`src/rtl/hb_seq_pkg.sv`:
```
package hb_seq_pkg;

    typedef enum logic [1:0] {
        CMD_HIGH    = 2'd0,
        CMD_LOW     = 2'd1,
        CMD_MID_ZCD = 2'd2,
        CMD_MID_OFF = 2'd3
    } hb_cmd_e;

    typedef enum logic [3:0] {
        ST_IDLE      = 4'd0,
        ST_HS_DEAD   = 4'd1,
        ST_HS_ON     = 4'd2,
        ST_LS_DEAD   = 4'd3,
        ST_LS_ON     = 4'd4,
        ST_SKIP_OFF  = 4'd5,
        ST_ZCD_DEAD  = 4'd6,
        ST_ZCD_WIN   = 4'd7,
        ST_ZCD_WATCH = 4'd8,
        ST_ZCD_DONE  = 4'd9
    } hb_state_e;

    localparam logic [1:0] LVL_LOW  = 2'b00;
    localparam logic [1:0] LVL_MID  = 2'b01;
    localparam logic [1:0] LVL_HIGH = 2'b10;

endpackage

```
`src/rtl/hb_cmd_decode.sv`:
```
module hb_cmd_decode
    import hb_seq_pkg::*;
(
    input  logic [1:0] pwm_lvl,
    input  logic [1:0] skip_lvl,
    output hb_cmd_e    cmd
);

    always_comb begin
        unique case (pwm_lvl)
            LVL_HIGH: cmd = CMD_HIGH;
            LVL_LOW:  cmd = CMD_LOW;
            default:  cmd = (skip_lvl == LVL_LOW) ? CMD_MID_OFF : CMD_MID_ZCD;
        endcase
    end

endmodule

```
`src/rtl/hb_skip_edge.sv`:
```
module hb_skip_edge
    import hb_seq_pkg::*;
(
    input  logic       clk,
    input  logic       rst_n,
    input  logic [1:0] skip_lvl,
    output logic       skip_fall
);

    logic skip_low_q;

    always_ff @(posedge clk or negedge rst_n) begin
        if (!rst_n) begin
            skip_low_q <= 1'b1;
        end else begin
            skip_low_q <= (skip_lvl == LVL_LOW);
        end
    end

    assign skip_fall = !skip_low_q && (skip_lvl == LVL_LOW);

endmodule

```
`src/rtl/hb_cycle_timer.sv`:
```
module hb_cycle_timer #(
    parameter int MAX_CNT = 33,
    localparam int TW     = $clog2(MAX_CNT + 1) + 1
) (
    input  logic          clk,
    input  logic          rst_n,
    input  logic          clr,
    output logic [TW-1:0] cnt
);

    localparam logic [TW-1:0] CAP = TW'(MAX_CNT);

    always_ff @(posedge clk or negedge rst_n) begin
        if (!rst_n) begin
            cnt <= '0;
        end else if (clr) begin
            cnt <= '0;
        end else if (cnt < CAP) begin
            cnt <= cnt + 1'b1;
        end
    end

endmodule

```
`src/rtl/hb_gate_seq.sv`:
```
module hb_gate_seq
    import hb_seq_pkg::*;
#(
    parameter int BLANK_CYC    = 25,
    parameter int DEBOUNCE_CYC = 8,
    parameter int DEAD_CYC     = 2
) (
    input  logic       clk,
    input  logic       rst_n,
    input  logic       en,
    input  logic       inhibit,
    input  logic [1:0] pwm_lvl,
    input  logic [1:0] skip_lvl,
    input  logic       zc_flag,
    input  logic       hs_off_fb,
    input  logic       ls_off_fb,
    output logic       hs_gate,
    output logic       ls_gate
);

    localparam int WIN_CYC = BLANK_CYC + DEBOUNCE_CYC;
    localparam int TMAX    = (WIN_CYC > DEAD_CYC) ? WIN_CYC : DEAD_CYC;
    localparam int TW      = $clog2(TMAX + 1) + 1;
    localparam logic [TW-1:0] DEAD_LAST = TW'(DEAD_CYC - 1);
    localparam logic [TW-1:0] WIN_LAST  = TW'(WIN_CYC - 1);

    hb_state_e       state, nxt;
    hb_cmd_e         cmd;
    logic            skip_fall;
    logic            active;
    logic            tmr_clr;
    logic [TW-1:0]   tmr_cnt;
    logic            dead_done, win_done;
    logic            zc_seen;

    assign active    = en && !inhibit;
    assign dead_done = tmr_cnt >= DEAD_LAST;
    assign win_done  = tmr_cnt >= WIN_LAST;

    hb_cmd_decode u_dec (
        .pwm_lvl  (pwm_lvl),
        .skip_lvl (skip_lvl),
        .cmd      (cmd)
    );

    hb_skip_edge u_edge (
        .clk       (clk),
        .rst_n     (rst_n),
        .skip_lvl  (skip_lvl),
        .skip_fall (skip_fall)
    );

    hb_cycle_timer #(.MAX_CNT(TMAX)) u_tmr (
        .clk   (clk),
        .rst_n (rst_n),
        .clr   (tmr_clr),
        .cnt   (tmr_cnt)
    );

    // zero-cross seen early inside the window is remembered until window end
    always_ff @(posedge clk or negedge rst_n) begin
        if (!rst_n) begin
            zc_seen <= 1'b0;
        end else begin
            zc_seen <= (state == ST_ZCD_WIN) && (zc_seen || zc_flag);
        end
    end

    // next-state logic
    always_comb begin
        nxt = state;
        if (!active) begin
            nxt = ST_IDLE;
        end else begin
            unique case (state)
                ST_IDLE, ST_SKIP_OFF, ST_ZCD_DONE, ST_HS_ON: begin
                    unique case (cmd)
                        CMD_HIGH:    nxt = (state == ST_HS_ON) ? ST_HS_ON : ST_HS_DEAD;
                        CMD_LOW:     nxt = (state == ST_SKIP_OFF) ? ST_SKIP_OFF : ST_LS_DEAD;
                        CMD_MID_ZCD: nxt = (state == ST_ZCD_DONE) ? ST_ZCD_DONE : ST_ZCD_DEAD;
                        CMD_MID_OFF: nxt = ST_IDLE;
                    endcase
                end
                ST_HS_DEAD: begin
                    unique case (cmd)
                        CMD_HIGH:    nxt = (ls_off_fb && dead_done) ? ST_HS_ON : ST_HS_DEAD;
                        CMD_LOW:     nxt = ST_LS_DEAD;
                        CMD_MID_ZCD: nxt = ST_ZCD_DEAD;
                        CMD_MID_OFF: nxt = ST_IDLE;
                    endcase
                end
                ST_LS_DEAD: begin
                    unique case (cmd)
                        CMD_HIGH:    nxt = ST_HS_DEAD;
                        CMD_LOW:     nxt = (hs_off_fb && dead_done) ? ST_LS_ON : ST_LS_DEAD;
                        CMD_MID_ZCD: nxt = ST_ZCD_DEAD;
                        CMD_MID_OFF: nxt = ST_IDLE;
                    endcase
                end
                ST_ZCD_DEAD: begin
                    unique case (cmd)
                        CMD_HIGH:    nxt = ST_HS_DEAD;
                        CMD_LOW:     nxt = ST_LS_DEAD;
                        CMD_MID_ZCD: nxt = (hs_off_fb && dead_done) ? ST_ZCD_WIN : ST_ZCD_DEAD;
                        CMD_MID_OFF: nxt = ST_IDLE;
                    endcase
                end
                ST_LS_ON, ST_ZCD_WIN, ST_ZCD_WATCH: begin
                    if (cmd == CMD_HIGH) begin
                        nxt = ST_HS_DEAD;
                    end else if (skip_fall) begin
                        nxt = ST_SKIP_OFF;
                    end else begin
                        unique case (cmd)
                            CMD_LOW:     nxt = ST_LS_ON;
                            CMD_MID_OFF: nxt = ST_IDLE;
                            default: begin
                                if (state == ST_LS_ON) begin
                                    nxt = ST_ZCD_WIN;
                                end else if (state == ST_ZCD_WIN) begin
                                    if (win_done) begin
                                        nxt = (zc_seen || zc_flag) ? ST_ZCD_DONE : ST_ZCD_WATCH;
                                    end
                                end else if (zc_flag) begin
                                    nxt = ST_ZCD_DONE;
                                end
                            end
                        endcase
                    end
                end
                default: nxt = ST_IDLE;
            endcase
        end
    end

    // timer restarts on every state change and while the awaited switch is still on
    always_comb begin
        tmr_clr = (nxt != state);
        unique case (state)
            ST_HS_DEAD:              if (!ls_off_fb) tmr_clr = 1'b1;
            ST_LS_DEAD, ST_ZCD_DEAD: if (!hs_off_fb) tmr_clr = 1'b1;
            default: ;
        endcase
    end

    // state register
    always_ff @(posedge clk or negedge rst_n) begin
        if (!rst_n) begin
            state <= ST_IDLE;
        end else begin
            state <= nxt;
        end
    end

    // outputs
    always_comb begin
        hs_gate = 1'b0;
        ls_gate = 1'b0;
        if (active) begin
            unique case (state)
                ST_HS_ON:                         hs_gate = 1'b1;
                ST_LS_ON, ST_ZCD_WIN, ST_ZCD_WATCH: ls_gate = 1'b1;
                default: ;
            endcase
        end
    end

endmodule

```
`config.mk`:
```
export PLATFORM = sky130hd
export DESIGN_NAME = hb_gate_seq
export DESIGN_NICKNAME = d
export VERILOG_FILES = /design/src/rtl/hb_seq_pkg.sv /design/src/rtl/hb_cmd_decode.sv /design/src/rtl/hb_skip_edge.sv /design/src/rtl/hb_cycle_timer.sv /design/src/rtl/hb_gate_seq.sv
export SDC_FILE = /design/constraint.sdc
export NUM_CORES = 1
export LEC_CHECK = 0
export CORE_AREA = 3 3 53 55
export CTS_CLUSTER_DIAMETER = 50
export DETAILED_ROUTE_END_ITERATION = 10
export DIE_AREA = 0 0 56 58
export GPL_ROUTABILITY_DRIVEN = 0
export GPL_TIMING_DRIVEN = 0
export PLACE_DENSITY = 0.73
export RECOVER_POWER = 25
export SETUP_SLACK_MARGIN = 0.3
export SKIP_CTS_REPAIR_TIMING = 1
export SYNTH_ARGS = -nofsm -noshare
export SYNTH_HDL_FRONTEND = slang
export SYNTH_SLANG_ARGS = --single-unit
```
`constraint.sdc`:
```
create_clock -name clk -period 2.7 [get_ports clk]
set_input_delay 0.54 -clock clk [delete_from_list [all_inputs] [get_ports clk]]
set_output_delay 0.54 -clock clk [all_outputs]
set_load 0.1 [all_outputs]
```
Yosys cells after proc, flatten, opt, wreduce, memory -nomap -nowiden
Cells that the tools add are included.

storage, ports and cells
  word-level logic and storage cells = 69
  flip-flop bits (word level) = 13
  output and inout bits = 2
  input bits = 11

operators by class
  mux-type cells = 31
  $lt $le $gt $ge = 3
  add/sub/neg operators = 1
  reduce and logical (&&, ||, !) cells = 16
  equality and inequality tests = 14

operators with widths
  kind                                                                                 number
  4-bit case mux with 4 select lines                                                   4
  4-bit two-way mux                                                                    8
  4-bit case mux with 5 select lines                                                   1
  4-bit by 3-bit equality test with 1-bit output, second input constant                4
  7-bit two-way mux                                                                    2
  1-bit two-way mux                                                                    9
  4-bit by 2-bit equality test with 1-bit output, second input constant                2
  4-bit equality test, second input constant                                           2
  4-bit case mux with 2 select lines                                                   1
  7-bit by 1-bit adder with 7-bit output, second input constant                        1
  7-bit by 1-bit greater-or-equal comparator with 1-bit output, second input constant  1
  7-bit by 6-bit greater-or-equal comparator with 1-bit output, second input constant  1
  7-bit by 6-bit less-than comparator with 1-bit output, second input constant         1
  2-bit equality test, second input constant                                           3
  2-bit logical NOT                                                                    3
  3-bit two-way mux                                                                    2
  1-bit logical AND                                                                    5
  4-bit by 1-bit equality test with 1-bit output, second input constant                1
  4-bit logical NOT                                                                    1
  2-bit two-way mux                                                                    2
  4-bit inequality test                                                                1
  2-bit case mux with 2 select lines                                                   1
  4-bit OR reduction                                                                   1
  3-bit OR reduction                                                                   1
  6 further kinds                                                                      7

Logic depth before layout (Yosys ltp)
  word-level depth = 14
  depth in mapped cells = 9
  mapped depth without buffers = 9

Hierarchy
Synthesis repeated with hierarchy kept, for this count alone.

second synthesis, totals
  cells, all modules = 177
  area, all modules = 1386.3 sq um

modules (own cells, without submodules)
  module          cells an instance  area each (sq um)  times used  sequential area each (sq um)
  hb_gate_seq     136                970.9              1           125.1
  hb_cycle_timer  35                 359.1              1           175.2
  hb_skip_edge    3                  40.0               1           26.3
  hb_cmd_decode   3                  16.3               1           0.0

Worst setup path before layout
No wires, ideal clock.

  path kind = register to output
  start point = reg state[0]
  end point = out ls_gate
  data arrival time = 2249 ps
  buffers on the path = 0
  path slack = -89 ps
  stages on the path, launching flop included = 4
  data required time = 2160 ps
  path through = dfrtp_1 > and2b_2 > o32a_1 > nor2_1

between the ends
  cells in the longest elaborated chain, start to end = 4
  elaborated cells between the ends (all ways) = 6
  classes of those cells = eq/ne (3); mux (2); reduce/logical (1)

ends and longest elaborated chain
  item                                                                                   line                text
  start, declared                                                                        hb_gate_seq.sv:27   hb_state_e state, nxt;
  start signal, assigned                                                                 hb_gate_seq.sv:151  state <= nxt;
  4-bit by 3-bit equality test with 1-bit output or 4-bit equality test (tied branches)  hb_gate_seq.sv:160  unique case (state)
  3-bit OR reduction *                                                                   hb_gate_seq.sv:160
  1-bit two-way mux *                                                                    hb_gate_seq.sv:160
  1-bit two-way mux *                                                                    hb_gate_seq.sv:159  if (active) begin
  end, declared                                                                          hb_gate_seq.sv:18   output logic ls_gate

Every way passes the cells marked *; elsewhere a longest branch is shown, timed or not.

Worst setup path in the final report
  start point = reg state[2]
  end point = out ls_gate

The elaborated chain is that of the path after synthesis.

==> metrics <==
busiest grt layer met2; total power roughly 0.6 mW; Worst Hold Launch zc_seen$_DFF_PN0_; number of flops mapped to enable cells by yosys 0; met3 Use GR between 2 and 3%; final hold violations 0; Max Clock Freq 422.2 MHz; Final Skew between 0.007 and 0.008 ns; CORE AREA 0.002432 mm2; area delta synth->final 16.64%; max_cap viols 0; Layout fillers 236; Die W 56 um; First-pass DRT Iterations 5; grt met2 use roughly 40%; slowest CP cell dfrtp_1; status completed; CTS tree done; VDD IR max just over 0.0003 V; CP Data Arrival Time 1.83 ns; WS Path Type reg -> out; DR DRC count 0; Reg clk slew, reported paths roughly 0.090 ns; Detailed Place HPWL between 2 and 3 mm; PortBufs 11; met1 usage just under 30%; Via Count 1465; Max FO, Critical Path 9; R2R depth 9; Inserted Diodes 0; Max stage delay on crit path between 0.4 and 0.5 ns; Initial Utilization 54.42%; DIE AREA approximately 0.0032 mm2; Final Max Slew Viols 0; syn avg cell area between 7 and 8 um2; Yosys reg bits 13; RSZ-0062 raised after global routing false; Mapped Cells between 150 and 200; DRT iter0 DRCs ~110; largest net degree at the start of global routing 14; GRT overflow 0; final period demand of the worst path between 2 and 2.5 ns; share of cells above drive strength 1 15.43%; CP cell instances nand2b_1 -> clkbuf_1 -> o32a_1 -> nor2_2 -> buf_6; IO Count 13; worst r2r src state[2]$_DFF_PN0_; CP bufs+invs 2; Die H 58 um; asr flop ratio synth 100.0%; Post-Place Setup Slack -0.5459 ns; commonest non-fill, non-tap cell in the layout nor2_1; Clock Tree Root clkbuf_4; Routed Antenna Nets 0; cts bufs inserted 3; Cell Pwr Density around 400 mW/mm2; first-pass GRT wire length between 6 and 7 mm; DR vias/cell 6.720; startpoint types register; setup ws final 0.3312 ns; final setup fails 0; vias in the first global route approximately 1300; syn_nets roughly 180; WHS Endpoint zc_seen$_DFF_PN0_; sequential fraction of the synthesis area about a quarter; Reg2Reg Capture Point u_tmr.cnt[0]$_DFFE_PN0P_; initial antenna violation count 0; Hold Path Depth 2; Netlist cell types 56; GRT Total Usage 23.55%; Syn Std Cell Area 0.001324 mm2; CP delay by family, top flip-flops; clock buffer depth 2; worst reg2reg setup slack roughly 0.37 ns; Sink Count 13; clock latency at the later pin of the worst-skew pair 0.28 ns; min-delay worst type reg -> reg; Slew HR a little under three fifths; H-tree Lvls 1; Worst EP required between 2 and 2.5 ns; CP endpoint kind output pin; Pleak between 0.6 and 0.7 nW; # nets final about 200; std cell rows 18; synth warn 0; most frequent cells in the layout nor2_1, nand2_1, dfrtp_1; Post-Route WL around 3.8 mm; crit share post-route 87.73%; ys flop type dfrtp_1; detailed-route wire length per cell roughly 17 um; Worst-Margin Slew approximately 0.65 ns
-- synth_stat cells (2+ instances only) --
cell,instances,share of area (%)
or3_1,3,1.4
ha_1,2,1.9
o22ai_1,2,0.95
mux2i_1,3,2.3
o211ai_1,2,1.1
o311a_1,2,1.5
nand4_1,6,2.8
nor3_1,7,2.6
buf_2,7,2.6
nor2b_1,4,1.9
nand2_1,14,4.0
a22oi_1,2,1.1
o32ai_1,3,2.0
o21ai_0,6,2.3
a21o_1,2,1.1
a31oi_1,4,1.9
a21oi_1,5,1.9
xnor2_1,3,2.0
nand3_1,7,2.6
o21ai_1,2,0.76
dfrtp_1,12,23
nor2_1,18,5.1
nand2b_1,8,3.8
inv_1,8,2.3
o21a_1,2,1.1
o32a_1,2,1.5
a211o_1,2,1.3
a211oi_1,4,2.3
nor4_1,2,0.95
-- worst reg2reg max path, cell delays in order (launching register included) --
cell and delay, ns:
dfrtp_1 0.47, nand2b_1 0.11, clkbuf_1 0.35, mux2i_1 0.24
nand4_1 0.17, a21oi_2 0.28, o2111a_1 0.27, nand4_1 0.09
buf_4 0.17, nor2_1 0.11
-- area by class of cell --
type | count | area [um2] | area share (%)
clock buffers | 4 | 26.28 | 1.702
plain buffers | 8 | 47.55 | 3.079
inverters | 8 | 30.03 | 1.945
flip-flops and latches | 13 | 326.6 | 21.15
repair buffers | 13 | 122.6 | 7.942
well taps | 30 | 37.54 | 2.431
multi-input cells | 142 | 953.4 | 61.75
-- flip-flops by register name, indices dropped and copies added (netlist names) --
signal / cells
state: 4
u_edge.skip_low_q: 1
u_tmr.cnt: 7
zc_seen: 1
-- metal layers --
layer	share of wire, %	up-vias
met1	41	685
met4	3.2	0
met2	48	81
met5	0	-
met3	6.9	14
li1	-	685
-- metrics by stage --
| step | utilization [%] | cells | cell area, um2 | TNS (ns) | hold WS (ns) |
|---|---|---|---|---|---|
| after floorplan | - | 171 | 1326 | 0 | 0.2444 |
| after global placement | 60.60 | 212 | 1474 | -2.178 | 0.5286 |
| after detailed placement | 60.60 | 212 | 1474 | -2.171 | 0.5374 |
| after CTS | 61.68 | 216 | 1500 | -1.056 | 0.5538 |
| after global routing | 63.48 | 218 | 1544 | 0 | 0.5919 |
| final | 63.48 | 218 | 1544 | 0 | 0.5578 |
-- report_power, final --
group | switching (mW) | internal [mW]
logic | 0.142 | 0.105
registers | 0.0281 | 0.209
clock network | 0.0696 | 0.0573
total | 0.239 | 0.372
-- worst max-delay path by stage --
stage                             from                       end  slack, ns  depth (start not counted)
detailed placement                  en                   hs_gate      -0.55                          4
finish              state[2]$_DFF_PN0_                   ls_gate       0.33                          5
CTS                                 en                   hs_gate      -0.55                          4
global route        state[2]$_DFF_PN0_  u_tmr.cnt[4]$_DFFE_PN0P_       0.23                          9
global placement                    en                   hs_gate      -0.52                          4
floorplan           state[0]$_DFF_PN0_                   ls_gate       0.37                          3
-- kinds of logic (layout without fill, tap and decap cells) --
family,after synthesis,after routing,share of synthesized area [%]
simple gates,82,82,32.80
flops,13,13,24.67
buf+inv,16,33,5.482
compound gates,51,51,30.25
fa+ha+maj,2,2,1.890
mux,3,3,2.269
xor+xnor,4,4,2.647
(Power assumes the default switching activity.)
